==> src/rtl/burst_addr_pkg.sv <==
package burst_addr_pkg;

    // Action chosen for one clock edge, after select gating and priority
    typedef enum logic [1:0] {
        CMD_HOLD   = 2'd0,
        CMD_STEP   = 2'd1,
        CMD_LOAD   = 2'd2,
        CMD_REPLAY = 2'd3
    } burst_cmd_e;

endpackage

==> src/rtl/burst_cmd_decode.sv <==
module burst_cmd_decode
    import burst_addr_pkg::*;
(
    input  logic       sel,
    input  logic       strobe_n,
    input  logic       step_n,
    input  logic       replay_n,
    output burst_cmd_e cmd
);

    // Patterns do not overlap. Replay over strobe over step; select gates all.
    always_comb begin
        unique casez ({sel, replay_n, strobe_n, step_n})
            4'b0???: cmd = CMD_HOLD;
            4'b10??: cmd = CMD_REPLAY;
            4'b110?: cmd = CMD_LOAD;
            4'b1110: cmd = CMD_STEP;
            4'b1111: cmd = CMD_HOLD;
            default: cmd = CMD_HOLD;
        endcase
    end

endmodule

==> src/rtl/burst_next_addr.sv <==
module burst_next_addr
    import burst_addr_pkg::*;
#(
    parameter int ADDR_W   = 18,
    parameter int ACTIVE_W = ADDR_W
) (
    input  burst_cmd_e        cmd,
    input  logic [ADDR_W-1:0] cur,
    input  logic [ADDR_W-1:0] shadow,
    input  logic [ADDR_W-1:0] ext,
    output logic [ADDR_W-1:0] nxt,
    output logic [ADDR_W-1:0] shadow_nxt
);

    localparam int UNUSED_W = ADDR_W - ACTIVE_W;
    localparam logic [ADDR_W-1:0] LIVE_MASK = {ADDR_W{1'b1}} >> UNUSED_W;
    localparam logic [ACTIVE_W-1:0] ONE_A = 1;

    logic [ADDR_W-1:0] inc;
    logic [ADDR_W-1:0] ext_live;

    assign ext_live = ext & LIVE_MASK;

    // The incrementer spans only the bits that count
    generate
        if (UNUSED_W == 0) begin : g_full_inc
            assign inc = cur + ONE_A;
        end else begin : g_part_inc
            logic [ACTIVE_W-1:0] low_inc;
            assign low_inc = cur[ACTIVE_W-1:0] + ONE_A;
            assign inc     = {{UNUSED_W{1'b0}}, low_inc};
        end
    endgenerate

    always_comb begin
        nxt        = cur;
        shadow_nxt = shadow;
        unique case (cmd)
            CMD_HOLD:   nxt = cur;
            CMD_STEP:   nxt = inc;
            CMD_LOAD: begin
                nxt        = ext_live;
                shadow_nxt = ext_live;
            end
            CMD_REPLAY: nxt = shadow;
            default:    nxt = cur;
        endcase
    end

endmodule

==> src/rtl/burst_addr_gen.sv <==
module burst_addr_gen
    import burst_addr_pkg::*;
#(
    parameter int ADDR_W   = 18,
    parameter int ACTIVE_W = ADDR_W
) (
    input  logic              clk,
    input  logic              rst_n,
    input  logic              sel,
    input  logic              strobe_n,
    input  logic              step_n,
    input  logic              replay_n,
    input  logic [ADDR_W-1:0] addr_in,
    output logic [ADDR_W-1:0] addr_out
);

    burst_cmd_e        cmd;
    logic [ADDR_W-1:0] cnt_q;
    logic [ADDR_W-1:0] shadow_q;
    logic [ADDR_W-1:0] cnt_d;
    logic [ADDR_W-1:0] shadow_d;

    burst_cmd_decode u_decode (
        .sel      (sel),
        .strobe_n (strobe_n),
        .step_n   (step_n),
        .replay_n (replay_n),
        .cmd      (cmd)
    );

    burst_next_addr #(
        .ADDR_W   (ADDR_W),
        .ACTIVE_W (ACTIVE_W)
    ) u_next (
        .cmd        (cmd),
        .cur        (cnt_q),
        .shadow     (shadow_q),
        .ext        (addr_in),
        .nxt        (cnt_d),
        .shadow_nxt (shadow_d)
    );

    // State register
    always_ff @(posedge clk or negedge rst_n) begin
        if (!rst_n) begin
            cnt_q    <= '0;
            shadow_q <= '0;
        end else begin
            cnt_q    <= cnt_d;
            shadow_q <= shadow_d;
        end
    end

    // Outputs
    always_comb begin
        addr_out = cnt_q;
    end

endmodule

==> config.mk <==
export PLATFORM = sky130hd
export DESIGN_NAME = burst_addr_gen
export DESIGN_NICKNAME = d
export VERILOG_FILES = /design/src/rtl/burst_addr_pkg.sv /design/src/rtl/burst_cmd_decode.sv /design/src/rtl/burst_next_addr.sv /design/src/rtl/burst_addr_gen.sv
export SDC_FILE = /design/constraint.sdc
export NUM_CORES = 1
export LEC_CHECK = 0
export ABC_CLOCK_PERIOD_IN_PS = 2600
export CAP_MARGIN = 10
export CORE_ASPECT_RATIO = 2
export CORE_UTILIZATION = 37
export DETAILED_ROUTE_END_ITERATION = 12
export GPL_ROUTABILITY_DRIVEN = 0
export SYNTH_ARGS = -nofsm -noshare
export SYNTH_HDL_FRONTEND = slang
export SYNTH_SLANG_ARGS = --single-unit
export TNS_END_PERCENT = 20
==> constraint.sdc <==
create_clock -name clk -period 2.6 [get_ports clk]
set_clock_uncertainty 0.2 [all_clocks]
set_input_delay 0.39 -clock clk [delete_from_list [all_inputs] [get_ports clk]]
set_output_delay 0.39 -clock clk [all_outputs]
set_load 0.05 [all_outputs]
==> qor.txt <==
Worst min path class: reg2reg
Syn avg cell area: 10.82 µm²
Finished Layout Cells: 283
Synth Area in XOR/XNOR: 0.01373
Worst reg2reg path startpoint: addr_out[0]$_DFFE_PN0P_
Synth Area in Compound Gates: 0.1680
Mapped Cells: 177
Design Power: 2035 µW
Synth Area in Simple Gates: 0.1974
Hold path cells: 1
Post-synthesis sequential area ratio: 0.4706
Number of global-route vias before repair: 1738
CTS max path bufs: 2
Number of distinct library cells after synthesis: 47
Worst-Skew Late Latency: 280 ps
WP data required: 2570 ps
Fin util: 0.5171
Worst-path cell chain: ha_1 > nand3_2 > nor4_4 > mux2_2 > a221o_1
RSZ-0062 raised after global routing: no
Drt via density: 5.753
Clock transition at path regs: 70 ps
Combinational family with the most area after synthesis: simple AND/OR/NAND/NOR gates
Area grow syn2layout: 32.61%
Post-layout nets: 250
Root buffer cell: clkbuf_8
Syn_nets: 202
CTS tree: done
Hpwl dp: 3.574 mm
Die height: 103.7 µm
Antenna fix cells: 0
Total Routing Usage GR: 0.1986
Worst Hold Endpoint: shadow_q[5]$_DFFE_PN0N_
Vias: 1628
Crit start category: flop
Period Utilization, post-route: 0.8766
Pre-CTS setup slack: 187.6 ps
First-pass GRT wire length: 8.148 mm
Slowest-stage cell, CP: dfrtp_1
H-tree level count: 2
Std-Cell Rows: 36
Routed len/inst: 17.28 µm
FF-to-FF End: addr_out[16]$_DFFE_PN0P_
Lkg Pwr: 0.001036 µW
FFs w/ async S/R, synth: 1.000
Post-placement cell count: 275
Slew Limit Fails: 0
Cts repair resizes: 0
TritonCTS Buffers: 5
Top-area cell type share of the netlist area: 0.4706
Final hold violation count: 0
Critical-path maximum fanout: 7
R2r setup slk: 320 ps
Largest net degree at the start of global routing: 37
Mux cell area share after synthesis: 0.1170
Final WS setup: 320.9 ps
# clock sinks: 36
Initial Util: 0.3899
CTS Hold Bufs: 0
Critical setup path kind: reg2reg
Max-Cap Viols: 0
Max_slew headroom: 0.6575
Flops & latches, synth: 36
Routed Antenna Nets: 0
Worst-Margin Slew: 512.1 ps
Post-synth top area cell: dfrtp_1
Buffers inserted during post-CTS setup optimization: 0
Ys Warns: 0
Critical path endpoint category: flop
Top post-synthesis cells by area: dfrtp_1 47%, mux2_2 11%, nand3_1 3.9%
Crit path DAT: 2250 ps
DRT iter0 DRCs: 51
Post-synthesis adder-cell area fraction: 0.006536
Antenna violations before repair: 0
Full die area: 5483 µm²
VDD IR max: 0.5541 mV
Total wire length: 4.891 mm
Post-synth top cells: 36 x dfrtp_1, 19 x mux2_2, 15 x nand3_1, 11 x nand2_1, 9 x a21oi_1
Slowest Stage Delay on Critical Path: 460 ps
Post-route minimum period: 2279 ps
P per Cell Area: 801.8 nW/µm²
Fin Setup TNS: 0 ps
GRT overflow: 0
Core area: 4910 µm²
HP Start: shadow_q[5]$_DFFE_PN0N_
FF-to-FF path depth: 5
Dominant synthesized flop cell: dfrtp_1
Horiz. Die Dim: 52.86 µm
Mapped Area: 1914 µm²
Most common cell in the netlist: dfrtp_1
First-pass DRT Iterations: 4
Final setup vio count: 0
DRC Markers: 0
Number of top-level pins: 42
Post-synth EDFFs: 0
Outcome: finished clean
I/O Buffers: 41
Layout cells sized above 1: 0.1814
Fmax: 0.4388 GHz
==> placed cells by master, fill, tap and decap left out, types with 2 or more instances in the layout <==
| cell type | netlist | routed |
|---|---|---|
| clkdlybuf4s50_1 | 0 | 41 |
| dfrtp_1 | 36 | 36 |
| mux2_2 | 19 | 19 |
| nand3_1 | 15 | 15 |
| nand2_1 | 11 | 11 |
| a21oi_1 | 9 | 9 |
| o21ai_0 | 7 | 7 |
| clkbuf_8 | 0 | 7 |
| buf_4 | 1 | 7 |
| nor2_1 | 6 | 6 |
| a22oi_1 | 6 | 6 |
| o311ai_0 | 5 | 5 |
| a22o_1 | 4 | 4 |
| inv_1 | 4 | 4 |
| nor4_1 | 4 | 4 |
| nand4_1 | 3 | 3 |
| a221o_1 | 3 | 3 |
| and3_1 | 3 | 3 |
| nand3_2 | 2 | 2 |
| nand3b_1 | 2 | 2 |
| xnor2_1 | 2 | 2 |
| or3_1 | 2 | 2 |
| o211ai_1 | 2 | 2 |
| nor3_1 | 2 | 2 |
==> registers in the layout, summed over array words and instances (netlist names) <==
signal    cells
addr_out     18
shadow_q     18
==> how the worst max path moves through the flow <==
stage	startpoint	depth (start not counted)	end
3_3_place_gp	sel	4	addr_out[9]$_DFFE_PN0P_
5_1_grt	addr_out[0]$_DFFE_PN0P_	5	addr_out[16]$_DFFE_PN0P_
3_5_place_dp	sel	4	addr_out[11]$_DFFE_PN0P_
2_1_floorplan	addr_out[0]$_DFFE_PN0P_	5	addr_out[16]$_DFFE_PN0P_
6_report	addr_out[0]$_DFFE_PN0P_	5	addr_out[16]$_DFFE_PN0P_
4_1_cts	addr_out[0]$_DFFE_PN0P_	5	addr_out[16]$_DFFE_PN0P_
==> critical path: cells and delay by family, from the launching register on <==
family	cells	cell delay (ps)
mux	1	380
flops	1	460
fa+ha+maj	1	260
simple gates	2	580
compound gates	1	290
==> final cells by class <==
class	count	area [µm²]
multi-input cells	130	962.2
fillers	461	2371
well taps	57	71.32
flip-flops and latches	36	900.9
repair buffers	48	462.9
clock buffers	7	96.34
inverters	4	15.01
clock inverters	1	30.03
==> routing by layer <==
metal | track usage | wire length [µm] | vias to the layer above
met2 | 0.3101 | 2556 | 51
met3 | 0.03377 | 209 | 17
met4 | 0.1259 | 211 | 0
li1 | - | - | 779
met5 | 0 | 0 | -
met1 | 0.2413 | 1914 | 781
==> through the flow <==
step	hold slack, ps	instance area (µm²)
detailed placement	284.7	2412
global route	314.4	2539
CTS	301.1	2539
global placement	283.5	2412
finish	296.2	2539
floorplan	-105.6	1914
==> where the power goes <==
group	leakage, µW	total, µW	internal, µW	switching, µW
logic	0.000540	691	278	413
clock network	0.0000645	529	338	191
registers	0.000432	815	677	139
==> cell families after synthesis <==
| family | after synthesis |
|---|---|
| xor gates and xnor gates | 3 |
| muxes | 20 |
| buffers and inverters | 11 |
| adders and majority gates | 1 |
| DFF | 36 |
| and+or+nand+nor | 61 |
| AOI/OAI and AO/OA | 45 |
No activity file was read; power rests on OpenSTA's default activity.
